File: src/rtl/sercon_pkg.sv
package sercon_pkg;

    localparam int BYTE_W = 8;

    // register offsets the bus decodes
    localparam int OFS_DATA = 0;
    localparam int OFS_IEN  = 1;
    localparam int OFS_IID  = 2;
    localparam int OFS_LST  = 5;

    // fixed always-ready bits reported by line status
    localparam logic [BYTE_W-1:0] LST_FIXED = 8'h64;

    // bit of the enable register that arms the transmit condition
    localparam int IEN_TXE_BIT = 1;

    // status code: transmit = 0x01, receive = 0x02
    typedef struct packed {
        logic rx;
        logic tx;
    } int_stat_t;

    typedef struct packed {
        logic wr_data;
        logic wr_ien;
        logic rd_data;
        logic rd_lst;
        logic rd_iid;
    } bus_dec_t;

    function automatic logic tx_char_ok(input logic [BYTE_W-1:0] b);
        return (b < 8'h80) && (b != 8'h0C);
    endfunction

endpackage

File: src/rtl/sercon_rx_hold.sv
module sercon_rx_hold
    import sercon_pkg::*;
(
    input  logic              clk,
    input  logic              rst,
    input  logic              lst_read,
    input  logic              data_read,
    input  logic [BYTE_W-1:0] rx_data,
    input  logic              rx_valid,
    output logic              rx_ready,
    output logic              held_valid,
    output logic [BYTE_W-1:0] held_char,
    output logic              lst_rx_bit
);

    logic fetch_now;

    assign rx_ready   = lst_read && !held_valid;
    assign fetch_now  = rx_ready && rx_valid;
    assign lst_rx_bit = held_valid || fetch_now;

    always_ff @(posedge clk) begin
        if (rst) begin
            held_valid <= 1'b0;
            held_char  <= '0;
        end else if (fetch_now) begin
            held_valid <= 1'b1;
            held_char  <= rx_data;
        end else if (data_read) begin
            held_valid <= 1'b0;
        end
    end

endmodule

File: src/rtl/sercon_tx_path.sv
module sercon_tx_path
    import sercon_pkg::*;
(
    input  logic              clk,
    input  logic              rst,
    input  logic              wr_en,
    input  logic [BYTE_W-1:0] wdata,
    input  logic              tx_ready,
    output logic [BYTE_W-1:0] tx_data,
    output logic              tx_valid
);

    logic accept;

    assign accept = wr_en && tx_char_ok(wdata);

    always_ff @(posedge clk) begin
        if (rst) begin
            tx_valid <= 1'b0;
            tx_data  <= '0;
        end else if (accept) begin
            tx_valid <= 1'b1;
            tx_data  <= wdata;
        end else if (tx_valid && tx_ready) begin
            tx_valid <= 1'b0;
        end
    end

endmodule

File: src/rtl/sercon_tx_timer.sv
module sercon_tx_timer #(
    parameter int TX_DELAY = 300,
    localparam int CNT_W   = $clog2(TX_DELAY + 1)
) (
    input  logic             clk,
    input  logic             rst,
    input  logic             start,
    input  logic             cancel,
    output logic             expire,
    output logic             running,
    output logic [CNT_W-1:0] count
);

    logic last;

    assign last   = running && (count == CNT_W'(1));
    assign expire = last && !start && !cancel;

    always_ff @(posedge clk) begin
        if (rst || cancel) begin
            running <= 1'b0;
            count   <= '0;
        end else if (start) begin
            running <= 1'b1;
            count   <= CNT_W'(TX_DELAY);
        end else if (running) begin
            count <= count - CNT_W'(1);
            if (last) running <= 1'b0;
        end
    end

endmodule

File: src/rtl/ser_console_regs.sv
module ser_console_regs
    import sercon_pkg::*;
#(
    parameter int ADDR_W   = 3,
    parameter int TX_DELAY = 300,
    localparam int CNT_W   = $clog2(TX_DELAY + 1)
) (
    input  logic              clk,
    input  logic              rst,
    input  logic [ADDR_W-1:0] bus_addr,
    input  logic              bus_rd,
    input  logic              bus_wr,
    input  logic [7:0]        bus_wdata,
    output logic [7:0]        bus_rdata,
    input  logic [7:0]        rx_data,
    input  logic              rx_valid,
    output logic              rx_ready,
    output logic [7:0]        tx_data,
    output logic              tx_valid,
    input  logic              tx_ready,
    output logic              irq
);

    bus_dec_t          dec;
    int_stat_t         stat;
    logic              ien_txe;
    logic              held_valid;
    logic [BYTE_W-1:0] held_char;
    logic              lst_rx_bit;
    logic              tmr_expire;
    logic              tmr_run;
    logic [CNT_W-1:0]  tmr_cnt;
    logic              tmr_cancel;

    always_comb begin
        dec.wr_data = bus_wr && (bus_addr == ADDR_W'(OFS_DATA));
        dec.wr_ien  = bus_wr && (bus_addr == ADDR_W'(OFS_IEN));
        dec.rd_data = bus_rd && (bus_addr == ADDR_W'(OFS_DATA));
        dec.rd_lst  = bus_rd && (bus_addr == ADDR_W'(OFS_LST));
        dec.rd_iid  = bus_rd && (bus_addr == ADDR_W'(OFS_IID));
    end

    sercon_rx_hold u_rx (
        .clk        (clk),
        .rst        (rst),
        .lst_read   (dec.rd_lst),
        .data_read  (dec.rd_data),
        .rx_data    (rx_data),
        .rx_valid   (rx_valid),
        .rx_ready   (rx_ready),
        .held_valid (held_valid),
        .held_char  (held_char),
        .lst_rx_bit (lst_rx_bit)
    );

    sercon_tx_path u_tx (
        .clk      (clk),
        .rst      (rst),
        .wr_en    (dec.wr_data),
        .wdata    (bus_wdata),
        .tx_ready (tx_ready),
        .tx_data  (tx_data),
        .tx_valid (tx_valid)
    );

    assign tmr_cancel = dec.wr_ien && !bus_wdata[IEN_TXE_BIT];

    sercon_tx_timer #(.TX_DELAY(TX_DELAY)) u_tmr (
        .clk     (clk),
        .rst     (rst),
        .start   (dec.wr_data),
        .cancel  (tmr_cancel),
        .expire  (tmr_expire),
        .running (tmr_run),
        .count   (tmr_cnt)
    );

    always_ff @(posedge clk) begin
        if (rst) begin
            ien_txe <= 1'b0;
            stat.tx <= 1'b0;
        end else if (dec.wr_ien) begin
            ien_txe <= bus_wdata[IEN_TXE_BIT];
            stat.tx <= bus_wdata[IEN_TXE_BIT];
        end else if (dec.wr_data) begin
            stat.tx <= 1'b0;
        end else if (tmr_expire) begin
            stat.tx <= ien_txe;
        end
    end

    assign stat.rx = held_valid;
    assign irq     = |stat;

    always_comb begin
        bus_rdata = '0;
        if (dec.rd_data)     bus_rdata = held_char;
        else if (dec.rd_lst) bus_rdata = LST_FIXED | {7'b0, lst_rx_bit};
        else if (dec.rd_iid) bus_rdata = {7'b0, ~(|stat)};
    end

endmodule

File: config.mk
export PLATFORM = sky130hd
export DESIGN_NAME = ser_console_regs
export DESIGN_NICKNAME = d
export VERILOG_FILES = /design/src/rtl/sercon_pkg.sv /design/src/rtl/sercon_rx_hold.sv /design/src/rtl/sercon_tx_path.sv /design/src/rtl/sercon_tx_timer.sv /design/src/rtl/ser_console_regs.sv
export SDC_FILE = /design/constraint.sdc
export NUM_CORES = 1
export LEC_CHECK = 0
export BUFFER_PORTS_ARGS = -buffer_cell sky130_fd_sc_hd__buf_2
export CAP_MARGIN = 20
export CORE_UTILIZATION = 50
export DETAILED_ROUTE_END_ITERATION = 10
export GPL_ROUTABILITY_DRIVEN = 0
export PLACE_DENSITY = 0.81
export SLEW_MARGIN = 0
export SYNTH_ARGS = -nofsm -noshare
export SYNTH_HDL_FRONTEND = slang
export SYNTH_SLANG_ARGS = --single-unit
File: constraint.sdc
create_clock -name clk -period 1.8 [get_ports clk]
set_input_delay 0.18 -clock clk [delete_from_list [all_inputs] [get_ports clk]]
set_output_delay 0.18 -clock clk [all_outputs]
set_load 0.005 [all_outputs]
==> results of run 1 <==
==> cells in the mapped netlist (3+ instances only) <==
cell type,instances
or4_1,3
nand2_1,4
xor2_1,3
nand3_1,8
a21oi_1,17
nor2_1,10
and2_1,4
dfxtp_1,30
o31ai_1,3
nor4_1,3
clkbuf_1,7
o21ai_0,9
inv_1,3
mux2i_1,6
nand2b_1,15
nor3b_1,5
==> power breakdown <==
group | internal, W | total, W | switching, W
registers | 0.000682 | 0.000701 | 0.0000186
logic | 0.0000757 | 0.000161 | 0.0000853
clock network | 0.000189 | 0.000417 | 0.000228
==> kinds of logic (layout without fill, tap and decap cells) <==
logic type	after synthesis	count (layout)	synth area share [%]
and+or+nand+nor	67	67	28.0
adders and majority gates	2	2	1.68
xor gates and xnor gates	4	4	2.35
DFF	30	30	40.3
muxes	6	6	4.03
buffers and inverters	13	58	4.37
AOI/OAI and AO/OA	44	44	19.3
==> worst paths after layout <==
kind | depth (start not counted) | startpoint | to
max reg2reg | 3 | u_tmr.count[2]$_SDFFE_PP0P_ | u_tmr.count[5]$_SDFFE_PP0P_
min reg2reg | 2 | u_tx.tx_data[1]$_SDFFE_PP0P_ | u_tx.tx_data[1]$_SDFFE_PP0P_
max | 3 | u_tmr.count[2]$_SDFFE_PP0P_ | u_tmr.count[5]$_SDFFE_PP0P_
min | 3 | rx_data[4] | u_rx.held_char[4]$_SDFFE_PP0P_
==> routing by layer <==
layer / wire length [um] / track usage (%) / vias up / part of all wire [%]
li1: - / - / 686 / -
met1: 1410 / 22.9 / 660 / 44
met2: 1530 / 35.6 / 42 / 48
met3: 196 / 7.83 / 9 / 6.1
met4: 69 / 9.76 / 0 / 2.2
met5: 0 / 0 / - / 0
==> per-stage QoR <==
| stage | cell area, um^2 | instances | hold slack (ps) | total power [W] | util (%) |
|---|---|---|---|---|---|
| after CTS | 1780 | 242 | 78.4 | 0.00129 | 64.0 |
| final | 1780 | 242 | 82.4 | 0.00128 | 64.0 |
| after detailed placement | 1720 | 234 | 445 | 0.000875 | 61.9 |
| after global routing | 1780 | 242 | 75.8 | 0.00135 | 64.0 |
| after global placement | 1720 | 234 | 432 | 0.000868 | 61.9 |
| after floorplan | 1490 | 166 | 328 | 0.000813 | - |
==> registers in the layout, indices dropped and copies added (netlist names) <==
| register | flops |
|---|---|
| u_rx.held_valid | 1 |
| ien_txe | 1 |
| u_tx.tx_data | 8 |
| u_tmr.count | 9 |
| u_rx.held_char | 8 |
| u_tmr.running | 1 |
| stat | 1 |
| u_tx.tx_valid | 1 |
==> cells in the final DEF (no fill, tap or decap), types with 2 or more instances in the layout <==
master,instances
xor2_1,3
inv_1,3
nor2b_1,2
nand4bb_1,2
or3_1,2
o21ai_0,9
nor2_1,10
nor3b_1,5
and2_1,4
or4_1,3
nand3_1,8
nor4b_1,2
a311oi_1,2
dfxtp_1,30
buf_2,43
ha_1,2
mux2i_1,6
o31ai_1,3
a21oi_1,17
nand2b_1,15
nor4_1,3
nand2_1,4
buf_4,4
a31oi_1,2
clkbuf_4,5
==> critical path, stage by stage, from the launching register on <==
cell	delay, ps
dfxtp_1	360
or4b_1	620
or4_1	430
a31oi_1	170
==> layout make-up <==
class / count / area, um^2 / share of cell area (%)
clock inverters: 1 / 5.00 / 0.281
flip-flops and latches: 30 / 601 / 33.7
well taps: 31 / 38.8 / 2.18
clock buffers: 7 / 55.1 / 3.09
repair buffers: 47 / 245 / 13.8
inverters: 3 / 11.3 / 0.632
multi-input cells: 123 / 825 / 46.3
==> flow_summary.yaml, run 1 <==
route:
  drcViolationCount: 0
  detail_route.first_pass.iterations: 4
  wl_per_cell_um: 13.2
  via_count: 1397
  drtIter0Drc: 52
  wirelength_um: 3200
  viasPerCell: 5.77
  ant_nets: 0
finish:
  drive_gt1_share_pct: 28.9
  syn2layout_area_growth_pct: 19.5
  diodes: 0
  fillCellCount: 234
  nets: 237
power:
  vdd_drop_max_mv: 0.573
  power_density_nw_per_um2: 718
  power.leakage_nw: 0.735
worst_setup_path:
  setup.worst_path.start_class: "flop"
  crit_arrival_ps: 1910
  rrSetupSlack_ps: 150
  critical_path_class: "reg -> reg"
  critPathRequiredTime_ps: 2060
  cp_max_fo: 5
  cp-end-kind: "flop"
floorplanning:
  dieArea_um2: 3200
  die_w_um: 56.6
  die_h_um: 56.6
  row_count: 19
  io_pins: 44
  fp.coreArea_um2: 2780
  initial_utilization_pct: 53.6
synthesis:
  synth_top_area_share_pct: 40.3
  netlist_top_cells_area: "dfxtp_1 40%, nand2b_1 6.3%, a21oi_1 5.7%, mux2i_1 4.0%, o21ai_0 3.0%"
  synth-main-ff-cell: "dfxtp_1"
  syn_nets: 193
  ys_seq_area_share_pct: 40.3
  synth-seq-cells: 30
  synthCells: 166
  synth_edf_count: 0
  yosys_warnings: 0
  ys_types: 44
  netlist_area_um2: 1490
  synth-async-reset-ratio_pct: 0
  synth_area_per_cell_um2: 8.98
  yosysTopAreaCell: "dfxtp_1"
run:
  max-cap-violations: 0
placed_design:
  io_buffers: 43
  dp_hpwl_um: 2340
  dp_slack_ps: 167
clock_network:
  numCtsBuffers: 5
  cts_resized: 0
  clockBufferDepth: 2
  post_cts_buffers: 0
  cts_hold_buf: 0
  cts-root-buf: "clkbuf_4"
  cts_sinks: 30
  cts-htree-levels: 2
  path_clk_slew_ps: 100
  cts_tree: "yes"
  clock_latency_ps: 340
timing:
  min_period_ps: 1650
  timing.final.crit_share_pct: 91.5
  setup_viol: 0
  rsz0062_at_grt: "false"
  hold_violations: 0
  post-route-worst-setup-slack_ps: 154
  tightestPinTransition_ps: 555
  slew_headroom_pct: 62.5
  fin_setup_tns_ps: 0
  final-max-slew-violation-count: 0
  fmax_mhz: 607
  fin_skew_ps: 19.1
global_route:
  grt_use_total_pct: 21.0
  grt_max_degree: 28
  antenna_found_initial: 0
  grt_pass1_vias: 1285
  grt_pass1_wl_um: 5220
  grt-ovfl-total: 0
run_status:
  status: "finished, final reports clean"
min_path:
  hold_class: "in -> reg"
No activity file was read; power rests on OpenSTA's default activity.
==> inputs of run 2 (changes only) <==
--- a/config.mk
+++ b/config.mk
@@ -5,13 +5,16 @@
 export SDC_FILE = /design/constraint.sdc
 export NUM_CORES = 1
 export LEC_CHECK = 0
+export ABC_AREA = 1
 export BUFFER_PORTS_ARGS = -buffer_cell sky130_fd_sc_hd__buf_2
 export CAP_MARGIN = 20
-export CORE_UTILIZATION = 50
+export CORE_UTILIZATION = 51
 export DETAILED_ROUTE_END_ITERATION = 10
 export GPL_ROUTABILITY_DRIVEN = 0
 export PLACE_DENSITY = 0.81
 export SLEW_MARGIN = 0
 export SYNTH_ARGS = -nofsm -noshare
 export SYNTH_HDL_FRONTEND = slang
+export SYNTH_HIERARCHICAL = 1
 export SYNTH_SLANG_ARGS = --single-unit
+export TNS_END_PERCENT = 100
==> run 2 against run 1 <==
Effect of this change: the run now ends with design-rule violations left; clock skew down 14 ps; critical path depth up 7; sequential share of layout area down 1.8 points; sequential cell count unchanged; first-iteration DRC count up 9.6%; utilization up 2.4 points; power up 6.3%.
==> flow_summary.yaml, run 2 <==
global_route:
  grt-ovfl-total: 0
  antenna_found_initial: 0
  grt_pass1_vias: 1279
  grt_max_degree: 18
  grt_use_total_pct: 19.5
  grt_pass1_wl_um: 4970
worst_setup_path:
  crit_buf_inv: 2
  cp_common_cell: "nand2_1"
  cp-end-kind: "flop"
  setup.worst_path.start_class: "flop"
  cp_slowest_cell: "dfxtp_1"
  crit_arrival_ps: 1670
  crit_family: "simple AND/OR/NAND/NOR gates"
  critPathRequiredTime_ps: 2030
  max_stage_delay_ps: 330
  cp_max_fo: 4
  critical_path_class: "reg -> reg"
  critical_path.cell_chain: "inv_1 -> nand2_1 -> nor2_1 -> nand2_1 -> nor3_1 -> nand2_1 -> nand2_1 -> nand2_1 -> inv_1 -> nor2_1"
placed_design:
  dp_slack_ps: 275
  dp_hpwl_um: 2280
  io_buffers: 43
route:
  wl_per_cell_um: 9.61
  ant_nets: 0
  drcViolationCount: 8
  detail_route.first_pass.iterations: 7
  wirelength_um: 3010
  drtIter0Drc: 57
  viasPerCell: 4.66
  via_count: 1459
finish:
  nets: 308
  postLayoutCoreUtil_pct: 66.4
  largest-register: "u_tmr/count"
  diodes: 0
  largest_reg_flops: 9
  syn2layout_area_growth_pct: 21.2
  final_common_cell: "nand2_1"
  fillCellCount: 266
  reg_top3: "u_tmr/count: 9 flops, u_rx/held_char: 8 flops, u_tx/tx_data: 8 flops"
  drive_gt1_share_pct: 25.9
  final_cell_mix: "55 x nand2_1, 46 x nor2_1, 43 x buf_2"
floorplanning:
  initial_utilization_pct: 54.8
  row_count: 19
  dieArea_um2: 3260
  io_pins: 44
  die_w_um: 57.1
  die_h_um: 57.1
  fp.coreArea_um2: 2830
synthesis:
  synthCells: 231
  synth_most_common_cell: "nand2_1"
  synth-async-reset-ratio_pct: 0
  syn_nets: 258
  yosys_warnings: 6
  synth_edf_count: 0
  ys_seq_area_share_pct: 38.7
  netlist_area_um2: 1550
  synth_area_per_cell_um2: 6.71
  yosys-top-cells-count: "55 x nand2_1, 46 x nor2_1, 41 x inv_1, 30 x dfxtp_1, 11 x a21oi_1"
  ys_types: 27
  synth_top_area_share_pct: 38.7
  netlist_top_cells_area: "dfxtp_1 39%, nand2_1 13%, nor2_1 11%, inv_1 9.9%, a21oi_1 3.6%"
  synth-main-ff-cell: "dfxtp_1"
  yosysTopAreaCell: "dfxtp_1"
  synth-seq-cells: 30
power:
  combPwrFrac_pct: 11.7
  power_frac_seq_pct: 51.5
  p_int_w: 0.00101
  switchingPower_w: 0.000345
  switching_share_pct: 25.4
  vdd_drop_max_mv: 0.411
  power.leakage_nw: 0.982
  power_density_nw_per_um2: 723
  p_clk_share_pct: 36.9
clock_network:
  cts-root-buf: "clkbuf_4"
  cts_hold_buf: 0
  cts-htree-levels: 2
  numCtsBuffers: 5
  clock_latency_ps: 320
  cts_sinks: 30
  cts_tree: "yes"
  path_clk_slew_ps: 90
  clockBufferDepth: 2
  cts_resized: 0
  post_cts_buffers: 0
run:
  max-cap-violations: 0
timing:
  fmax_mhz: 696
  final-max-slew-violation-count: 0
  fin_skew_ps: 5.52
  fin_setup_tns_ps: 0
  setup_viol: 0
  min_period_ps: 1440
  timing.final.crit_share_pct: 79.8
  hold_violations: 0
  rsz0062_at_grt: "false"
  tightestPinTransition_ps: 369
  slew_headroom_pct: 75.4
  post-route-worst-setup-slack_ps: 363
run_status:
  failed_checks: "design-rule violations"
  status: "finished with violations"
min_path:
  hold_class: "in -> reg"
run 2: cell types whose count changed after synthesis, moves of 7 or more:
cell      delta
nand2_1     +51
inv_1       +38
nor2_1      +36
nand2b_1    -15
clkbuf_1     -7
o21ai_0      -7
run 2: worst paths after layout:
check / slack (ps) / cells after the start / to / start
worst max register to register: 360 / 10 / stat[0]$_SDFFE_PP0P_ / u_tmr/count[4]$_SDFFE_PP0P_
worst min-delay path: 70 / 3 / u_rx/held_char[7]$_SDFFE_PP0P_ / rx_data[7]
worst max-delay path: 360 / 10 / stat[0]$_SDFFE_PP0P_ / u_tmr/count[4]$_SDFFE_PP0P_
worst min register to register: 440 / 2 / u_tx/tx_data[7]$_SDFFE_PP0P_ / u_tx/tx_data[7]$_SDFFE_PP0P_
run 2: per-layer routing:
metal	share of wire, %	GRT usage, %	wire (um)	vias up
met2	44	32.8	1310	40
li1	-	-	-	803
met1	49	23.5	1470	611
met4	1.2	5.92	36	0
met3	6.3	6.80	191	5
met5	0	0	0	-
run 2: power by group through the flow:
stage               combinational [W]  sequential (W)  clock (W)
finish                       0.000158        0.000699   0.000501
global route                 0.000179        0.000702   0.000537
floorplan                   0.0000981        0.000712          0
detailed placement           0.000158        0.000715          0
global placement             0.000155        0.000714          0
CTS                          0.000159        0.000699   0.000511
run 2: logic make-up (layout without fill, tap and decap cells):
| group | count (synthesis) | count (layout) | synth area share, % |
|---|---|---|---|
| AND/OR/NAND/NOR | 133 | 133 | 39.7 |
| buffers and inverters | 45 | 96 | 11.6 |
| XOR/XNOR | 3 | 3 | 1.70 |
| adder cells (fa/ha/maj) | 2 | 2 | 1.61 |
| flip-flops | 30 | 30 | 38.7 |
| AO/OA/AOI/OAI | 18 | 18 | 6.62 |
run 2: tightest hold or removal path: stages:
cell and delay (ps):
buf_2 70, nor2_1 30, nor2_1 80
run 2: layout make-up:
cell class	count	area (um^2)	share of cell area, %
Clock buffer	8	78.8	4.19
Inverter	43	161	8.59
Multi-Input combinational cell	156	769	40.9
Sequential cell	30	601	32.0
Tap cell	31	38.8	2.06
Timing Repair Buffer	45	230	12.3
run 2: per-stage QoR:
stage	hold WS [ps]	instances	cell area, um^2	total power (W)
2_1_floorplan	242	231	1550	0.000810
3_3_place_gp	399	305	1800	0.000869
3_5_place_dp	407	305	1800	0.000872
4_1_cts	62.8	313	1880	0.00137
5_1_grt	59.1	313	1880	0.00142
6_report	72.4	313	1880	0.00136
